--- src/rtl/osd_seq_pkg.sv ---
package osd_seq_pkg;

  typedef enum logic [2:0] {
    CODE_OFF   = 3'd0,
    CODE_ON    = 3'd1,
    CODE_UP    = 3'd2,
    CODE_DOWN  = 3'd3,
    CODE_PLUS  = 3'd4,
    CODE_MINUS = 3'd5,
    CODE_ON_A  = 3'd6,
    CODE_ON_B  = 3'd7
  } ctrl_code_e;

  localparam int unsigned HL_KINDS = 4;
  localparam logic [2:0] HL_FIRST = 3'd2;

  function automatic logic code_is_hl(input logic [2:0] c);
    return (c >= HL_FIRST) && (c < HL_FIRST + 3'(HL_KINDS));
  endfunction

endpackage

--- src/rtl/osd_field_edge.sv ---
module osd_field_edge (
  input  logic clk,
  input  logic rst_n,
  input  logic vsync,
  output logic field_tick
);
  logic vs_q;

  always_ff @(posedge clk or negedge rst_n) begin
    if (!rst_n) vs_q <= 1'b0;
    else        vs_q <= vsync;
  end

  assign field_tick = vsync & ~vs_q;

  // a held sync level yields one tick only
  assert_single_tick_R1: assert property (@(posedge clk) disable iff (!rst_n)
    field_tick |=> !field_tick);

endmodule

--- src/rtl/osd_screen_seq.sv ---
module osd_screen_seq #(
  parameter int unsigned PERIOD_W  = 4,
  parameter int unsigned STEP_LOG2 = 3
) (
  input  logic                clk,
  input  logic                rst_n,
  input  logic                field_tick,
  input  logic [PERIOD_W-1:0] alt_period,
  input  logic [1:0]          hold_sel,
  output logic [1:0]          screen_idx
);
  localparam int unsigned SUB_W = (STEP_LOG2 > 0) ? STEP_LOG2 : 1;
  localparam logic [1:0]  LAST_SCREEN = 2'd2;

  logic [SUB_W-1:0]    sub_q, sub_d;
  logic [PERIOD_W-1:0] step_q, step_d, last_step;
  logic [1:0]          scr_q, scr_d;
  logic                hold_on, sub_wrap, step_wrap, upd_en;

  assign hold_on   = (hold_sel != 2'd0);
  assign last_step = (alt_period == '0) ? '0 : alt_period - 1'b1;
  assign sub_wrap  = &sub_q;
  assign step_wrap = (step_q >= last_step);
  assign upd_en    = hold_on | field_tick;

  always_comb begin
    sub_d  = sub_q;
    step_d = step_q;
    scr_d  = scr_q;
    if (hold_on) begin
      sub_d  = '0;
      step_d = '0;
      scr_d  = 2'd0;
    end else if (field_tick) begin
      sub_d = sub_q + 1'b1;
      if (sub_wrap) begin
        if (step_wrap) begin
          step_d = '0;
          scr_d  = (scr_q == LAST_SCREEN) ? 2'd0 : scr_q + 2'd1;
        end else begin
          step_d = step_q + 1'b1;
        end
      end
    end
  end

  always_ff @(posedge clk or negedge rst_n) begin
    if (!rst_n) begin
      sub_q  <= '0;
      step_q <= '0;
      scr_q  <= 2'd0;
    end else if (upd_en) begin
      sub_q  <= sub_d;
      step_q <= step_d;
      scr_q  <= scr_d;
    end
  end

  assign screen_idx = hold_on ? (hold_sel - 2'd1) : scr_q;

  // rotation only advances to the successor or wraps to 0
  assert_step_order_R2: assert property (@(posedge clk) disable iff (!rst_n)
    (scr_q != $past(scr_q)) |-> (scr_q == 2'd0 || scr_q == $past(scr_q) + 2'd1));
  // screen 3 never appears
  assert_screen_range_R2: assert property (@(posedge clk) disable iff (!rst_n)
    scr_q != 2'd3);
  // counters frozen between fields
  assert_quiet_between_R1: assert property (@(posedge clk) disable iff (!rst_n)
    (!field_tick && !hold_on) |=> ($stable(sub_q) && $stable(step_q)));
  // override leaves rotation cleared for a fresh start
  assert_hold_clear_R5: assert property (@(posedge clk) disable iff (!rst_n)
    hold_on |=> (scr_q == 2'd0 && step_q == '0 && sub_q == '0));

endmodule

--- src/rtl/osd_hl_timer.sv ---
module osd_hl_timer
  import osd_seq_pkg::*;
#(
  parameter int unsigned HL_FIELDS = 32
) (
  input  logic       clk,
  input  logic       rst_n,
  input  logic       field_tick,
  input  logic       ctrl_wr,
  input  logic [2:0] ctrl_wdata,
  output logic [2:0] ctrl_code
);
  localparam int unsigned CNT_W = (HL_FIELDS > 1) ? $clog2(HL_FIELDS) : 1;
  localparam logic [CNT_W-1:0] CNT_LAST = CNT_W'(HL_FIELDS - 1);

  logic [2:0]       code_q, code_d;
  logic [CNT_W-1:0] cnt_q, cnt_d;
  logic             is_hl, upd_en;

  assign is_hl  = code_is_hl(code_q);
  assign upd_en = ctrl_wr | (field_tick & is_hl);

  always_comb begin
    code_d = code_q;
    cnt_d  = cnt_q;
    if (ctrl_wr) begin
      code_d = ctrl_wdata;
      cnt_d  = '0;
    end else if (field_tick && is_hl) begin
      if (cnt_q == CNT_LAST) begin
        code_d = CODE_ON;
        cnt_d  = '0;
      end else begin
        cnt_d = cnt_q + 1'b1;
      end
    end
  end

  always_ff @(posedge clk or negedge rst_n) begin
    if (!rst_n) begin
      code_q <= CODE_OFF;
      cnt_q  <= '0;
    end else if (upd_en) begin
      code_q <= code_d;
      cnt_q  <= cnt_d;
    end
  end

  assign ctrl_code = code_q;

  // a change without a write can only be the revert to plain on
  assert_revert_code_R8: assert property (@(posedge clk) disable iff (!rst_n)
    ((code_q != $past(code_q)) && !$past(ctrl_wr)) |-> (code_q == CODE_ON));
  // count rests at zero when no highlight is pending
  assert_cnt_idle_R9: assert property (@(posedge clk) disable iff (!rst_n)
    (!is_hl && !ctrl_wr) |=> (cnt_q == '0));

endmodule

--- src/rtl/osd_icon_seq.sv ---
module osd_icon_seq
  import osd_seq_pkg::*;
#(
  parameter int unsigned PERIOD_W  = 4,
  parameter int unsigned STEP_LOG2 = 3,
  parameter int unsigned HL_FIELDS = 32,
  parameter int unsigned SET_W     = 4
) (
  input  logic                 clk,
  input  logic                 rst_n,
  input  logic                 vsync,
  input  logic [PERIOD_W-1:0]  alt_period,
  input  logic [1:0]           hold_sel,
  input  logic [SET_W-1:0]     icon_set,
  input  logic                 ctrl_wr,
  input  logic [2:0]           ctrl_wdata,
  output logic [1:0]           screen_idx,
  output logic [SET_W+1:0]     icon_addr,
  output logic [2:0]           ctrl_code,
  output logic                 osd_on,
  output logic [HL_KINDS-1:0]  hl_sel
);
  logic field_tick;

  osd_field_edge u_edge (
    .clk        (clk),
    .rst_n      (rst_n),
    .vsync      (vsync),
    .field_tick (field_tick)
  );

  osd_screen_seq #(.PERIOD_W(PERIOD_W), .STEP_LOG2(STEP_LOG2)) u_seq (
    .clk        (clk),
    .rst_n      (rst_n),
    .field_tick (field_tick),
    .alt_period (alt_period),
    .hold_sel   (hold_sel),
    .screen_idx (screen_idx)
  );

  osd_hl_timer #(.HL_FIELDS(HL_FIELDS)) u_hl (
    .clk        (clk),
    .rst_n      (rst_n),
    .field_tick (field_tick),
    .ctrl_wr    (ctrl_wr),
    .ctrl_wdata (ctrl_wdata),
    .ctrl_code  (ctrl_code)
  );

  assign icon_addr = {icon_set, screen_idx};
  assign osd_on    = (ctrl_code != CODE_OFF);

  for (genvar i = 0; i < HL_KINDS; i++) begin : g_hl
    assign hl_sel[i] = (ctrl_code == HL_FIRST + 3'(i));
  end

  // highlight vector never more than one-hot
  assert_hl_onehot_R7: assert property (@(posedge clk) disable iff (!rst_n)
    $onehot0(hl_sel));
  // an off display shows no highlight
  assert_off_dark_R6: assert property (@(posedge clk) disable iff (!rst_n)
    !osd_on |-> (hl_sel == '0));

endmodule

--- config.mk ---
export PLATFORM = sky130hd
export DESIGN_NAME = osd_icon_seq
export DESIGN_NICKNAME = d
export VERILOG_FILES = /design/src/rtl/osd_seq_pkg.sv /design/src/rtl/osd_field_edge.sv /design/src/rtl/osd_screen_seq.sv /design/src/rtl/osd_hl_timer.sv /design/src/rtl/osd_icon_seq.sv
export SDC_FILE = /design/constraint.sdc
export NUM_CORES = 1
export LEC_CHECK = 0
export ABC_AREA = 1
export BUFFER_PORTS_ARGS = -buffer_cell sky130_fd_sc_hd__clkbuf_2
export CORE_MARGIN = 4
export CORE_UTILIZATION = 35
export CTS_BUF_LIST = sky130_fd_sc_hd__clkbuf_8
export DETAILED_ROUTE_END_ITERATION = 8
export PLACE_DENSITY_LB_ADDON = 0.05
export SYNTH_ARGS = -nofsm -noshare
export SYNTH_HDL_FRONTEND = slang
export SYNTH_SLANG_ARGS = --single-unit
--- constraint.sdc ---
create_clock -name clk -period 3.1 [get_ports clk]
set_input_delay 0.155 -clock clk [delete_from_list [all_inputs] [get_ports clk]]
set_output_delay 0.155 -clock clk [all_outputs]
set_load 0.005 [all_outputs]
; Word level (Yosys, flattened, before mapping)
; Cells that the tools add are included.
[classes]
multipliers = 0
addsub = 6
order_cmp = 3
shifts = 0
bitwise = 5
div = 0
n_reduce_logical = 16
eq_ne = 6
mux = 19
[op_table]
columns = op, n
row1 = two-way mux 4 bit, 5
row2 = two-way mux 3 bit, 5
row3 = two-way mux 5 bit, 3
row4 = two-way mux 2 bit, 6
row5 = nonzero test 2 bit, 6
row6 = AND reduction 3 bit, 3
row7 = equality test 3 x 2 -> 1 bit (second input constant), 2
row8 = equality test 3 bit (second input constant), 2
row9 = adder 5 x 1 -> 5 bit (second input constant), 1
row10 = equality test 5 bit (second input constant), 1
row11 = adder 4 x 1 -> 4 bit (second input constant), 1
row12 = >= comparator 4 bit, 1
row13 = zero test 4 bit, 1
row14 = AND reduction 2 bit, 2
row15 = AND reduction 4 bit, 1
row16 = subtractor 4 x 1 -> 4 bit (second input constant), 1
row17 = adder 3 x 1 -> 3 bit (second input constant), 1
row18 = >= comparator 3 x 2 -> 1 bit (second input constant), 1
row19 = less-than comparator 3 bit (second input constant), 1
row20 = nonzero test 3 bit, 1
row21 = adder 2 x 1 -> 2 bit (second input constant), 1
row22 = bitwise AND 1 bit, 2
row23 = equality test 2 bit (second input constant), 1
row24 = logical AND 1 bit, 2
row25 = other kinds (3), 4
[word_totals]
mem_bits_ro = 0
out_inout_bits = 16
input_bits = 17
mem_bits_rw = 0
mem_count = 0
regBits = 18
latchBits = 0

; Longest topological paths before layout
[logic_depth]
word_depth = 7
ltp_mapped = 12

; By module
; A second synthesis with hierarchy kept.
[hier_totals]
cells_unflattened = 162
hier_area_um2 = 1184.9
[modules_own_cells]
columns = module, area_per_inst_um2, n_inst, cells_per_inst
row1 = osd_screen_seq, 638.1, 1, 88
row2 = osd_hl_timer, 424.2, 1, 54
row3 = osd_icon_seq, 87.6, 1, 17
row4 = osd_field_edge, 35.0, 1, 3

; Least setup slack after synthesis
; Ideal clock, no wire load.
[synth_timing]
path_type = input to register
start = input port alt_period[1]
end = register u_seq.scr_q[1]
stages = 12
arrival_time_ns = 1.228
required_ns = 2.983
setup_slack_ns = 1.756
path_buffers = 0
path_cell_list = nor2_1 > inv_1 > a21oi_1 > o21ai_0 > ha_1 > nand2_1 > inv_1 > nand2_1 > nand2_4 > nand2_4 > nand2_1 > nand2_1
[synth_via]
elab_chain_len = 5
[synth_lines]
columns = item, line_no
row1 = start: declaration, osd_icon_seq.sv:12  ; input logic [PERIOD_W-1:0] alt_period,
row2 = subtractor 4 x 1 -> 4 bit or zero test 4 bit (tied branches), osd_screen_seq.sv:21  ; assign last_step = (alt_period == '0) ? '0 : alt_period - 1'b1;
row3 = two-way mux 4 bit *, osd_screen_seq.sv:21
row4 = >= comparator 4 bit *, osd_screen_seq.sv:23  ; assign step_wrap = (step_q >= last_step);
row5 = nonzero test 2 bit (no line) *, -
row6 = AND reduction 4 bit (no line) *, -
row7 = end signal: assignment, osd_screen_seq.sv:55  ; scr_q <= scr_d;
row8 = end: declaration, osd_screen_seq.sv:17  ; logic [1:0] scr_q, scr_d;
; Mark *: on every way between the ends. The rest lies on a longest branch, timed or not.
; A chain may end at the register's enable or synchronous reset.

; Worst setup path in the final report
[layout_timing]
start = register u_hl.cnt_q[0]
end = register u_hl.code_q[0], in the netlist u_hl.ctrl_code[0]
[layout_via]
elab_chain_len = 3
[layout_lines]
columns = item, line_no
row1 = start: declaration, osd_hl_timer.sv:17  ; logic [CNT_W-1:0] cnt_q, cnt_d;
row2 = start signal: assignment, osd_hl_timer.sv:45  ; cnt_q <= cnt_d;
row3 = equality test 5 bit, osd_hl_timer.sv:30  ; if (cnt_q == CNT_LAST) begin
row4 = nonzero test 2 bit (no line), -
row5 = AND reduction 3 bit (no line), -
row6 = end signal: assignment, osd_hl_timer.sv:44  ; code_q <= code_d;
row7 = end: declaration, osd_hl_timer.sv:16  ; logic [2:0] code_q, code_d;
; Every way passes these cells.

==> results_dict.tcl <==
set metrics [dict create \
    synth_seq_cells 18 \
    yosys_warnings 0 \
    ant_nets 0 \
    die_area_um2 4364 \
    drv_cap 0 \
    postCtsSetupRepairBufs 0 \
    crit_required_ps 3240 \
    start_util 0.3772 \
    antenna_found_initial 0 \
    syn_avg_cell_area_um2 7.374 \
    synth_top_cell_by_area "dfrtp_1" \
    p_leak_nw 0.8166 \
    drc 0 \
    worst_pin_slew_ps 438.6 \
    finClkSkew_ps 3.579 \
    coreArea_um2 3128 \
    grt_pass1_wl_um 4153 \
    relSlewSlack 0.7076 \
    fin_crit_sh 0.4635 \
    critPathLaunchType "register" \
    peakVddDrop_v 0.0001487 \
    status "finished clean" \
    synth-edff-count 0 \
    drtPass1Iterations 4 \
    min_path_type "primary input to register" \
    die_x_um 66.06 \
    synthTopCellsByArea "dfrtp_1, nand2_1, ha_1" \
    cp.arrival_ps 1570 \
    cts_sinks 18 \
    seqPwrFrac 0.472 \
    rows 20 \
    p_clk_frac 0.346 \
    n_antenna_cell 0 \
    path_clk_slew_ps 70 \
    synthCells 160 \
    synth_top_cells_by_count "nand2_1, inv_1, dfrtp_1" \
    path_cells "ha_1 > nand2_1 > nor2_1 > ha_1 > inv_1 > nand2_1 > nand2_1 > a21oi_1" \
    p_per_area_nw_per_um2 405.6 \
    placed_cell_area_um2 1299 \
    place.gp.congestion 0.7666 \
    final_area_um2 1364 \
    cts_buffers 3 \
    vias 1011 \
    crit_slowest_cell "dfrtp_1" \
    setup_viol 0 \
    period_needed_ps 1437 \
    ys_seq_area_frac 0.3818 \
    ys_types 23 \
    timing.final.hold_violations 0 \
    comb_power_share 0.182 \
    async_reset_ff_frac 1.000 \
    synthesis.area_um2 1180 \
    port-buffer-count 24 \
    holdWs_ps 43.16 \
    rsz0062_at_grt "no" \
    critPathMaxStageDelay_ps 430 \
    wl_per_cell_um 10.15 \
    synth.most_common_cell "nand2_1" \
    drive_gt1_frac 0.2033 \
    via_per_inst 4.473 \
    cts_tree "built" \
    cts.path.max_buffers 2 \
    tns_ps 0 \
    ctsHtreeMaxLevel 1 \
    p_sw_w 0.0001528 \
    cpLargestDelayFamily "flip-flops" \
    sw_frac_of_total 0.2761 \
    first_global_vias 1002 \
    drt_wl_total_um 2293 \
    grt_max_degree 19 \
    fmax_mhz 695.9 \
    p_int_w 0.0004005 \
    grt_usage 0.1207 \
    yosys_most_used_dff "dfrtp_1" \
    root_buffer "clkbuf_8" \
    area_growth_pct 15.59 \
    cpMostUsedCell "nand2_1" \
    die_h_um 66.06 \
    io_pins 33 \
    setup.worst_path.end_class "register" \
    dp.final_hpwl_um 1844 \
    layout.nets 209 \
    slew_violations 0 \
    overflow 0 \
    clock_latency_ps 250 \
    drtIter0Drc 32 \
    crit_buf_inv 1 \
    critical_path_class "register to register" \
    syn_nets 186 \
    yosysTopAreaCellShare 0.3818 \
    worstPathMaxFanout 5 \
]
[area by class of cell]
| cell class | count | area (um2) |
|---|---|---|
| well taps | 44 | 55.05 |
| repair buffers | 25 | 130.1 |
| multi-input cells | 109 | 575.6 |
| fillers | 337 | 1764 |
| inverters | 26 | 97.59 |
| flip-flops and latches | 18 | 450.4 |
| clock buffers | 4 | 55.05 |
[flip-flops by register name, indices dropped and copies added, names as in the netlist]
name            count
u_seq.sub_q         3
u_hl.cnt_q          5
u_seq.scr_q         2
u_seq.step_q        4
u_edge.vs_q         1
u_hl.ctrl_code      3
[cells in the final DEF (no fill, tap or decap), types with 3 or more instances in the layout]
master,count
a21oi_1,4
clkbuf_2,24
clkbuf_8,4
dfrtp_1,18
ha_1,9
inv_1,24
nand2_1,52
nand3_1,14
nor2_1,10
nor3_1,3
o21ai_0,3
[through the flow]
step           setup slack (ps)  utilization  std cells  total power [W]
2_1_floorplan              1756            -        160        0.0003315
3_3_place_gp               1556       0.4152        221        0.0003642
3_5_place_dp               1495       0.4152        221        0.0003678
4_1_cts                    1655       0.4360        226        0.0005634
5_1_grt                    1520       0.4360        226        0.0005917
6_report                   1663       0.4360        226        0.0005532
[final timing paths]
check | from | end | slack [ps] | cells after the start
max | u_hl.cnt_q[0]$_DFFE_PN0P_ | u_hl.ctrl_code[0]$_DFFE_PN0P_ | 1660 | 8
min | vsync | u_edge.vs_q$_DFF_PN0_ | 40 | 1
max reg2reg | u_hl.cnt_q[0]$_DFFE_PN0P_ | u_hl.ctrl_code[0]$_DFFE_PN0P_ | 1660 | 8
min reg2reg | u_hl.cnt_q[4]$_DFFE_PN0P_ | u_hl.cnt_q[4]$_DFFE_PN0P_ | 480 | 2
max in group asynchronous | rst_n | u_hl.cnt_q[2]$_DFFE_PN0P_ | 2410 | 2
min in group asynchronous | rst_n | u_seq.step_q[0]$_DFFE_PN0P_ | 390 | 2
[power by group through the flow]
stage	clock, W	sequential, W	combinational (W)
2_1_floorplan	0	0.000263	0.0000687
3_3_place_gp	0	0.000265	0.0000991
3_5_place_dp	0	0.000265	0.000102
4_1_cts	0.000198	0.000261	0.000104
5_1_grt	0.000209	0.000263	0.000120
6_report	0.000191	0.000261	0.000101
[logic make-up after synthesis]
| family | Yosys count | synth area share |
|---|---|---|
| fa+ha+maj | 9 | 0.09544 |
| simple gates | 88 | 0.3341 |
| compound gates | 11 | 0.05090 |
| buf+inv | 33 | 0.1304 |
| flops | 18 | 0.3818 |
| xor+xnor | 1 | 0.007424 |
[metal layers]
layer,wire (um),track usage
met2,980,0.1965
met5,0,0
met4,41,0.05330
met3,150,0.02381
met1,1122,0.1539
[timing repair]
action	4_1_cts	5_1_grt
endpoints found under the hold margin	18	0
hold buffers	1	0
gates resized for setup	0	0
Note: power is estimated with default switching activity, not from simulation.
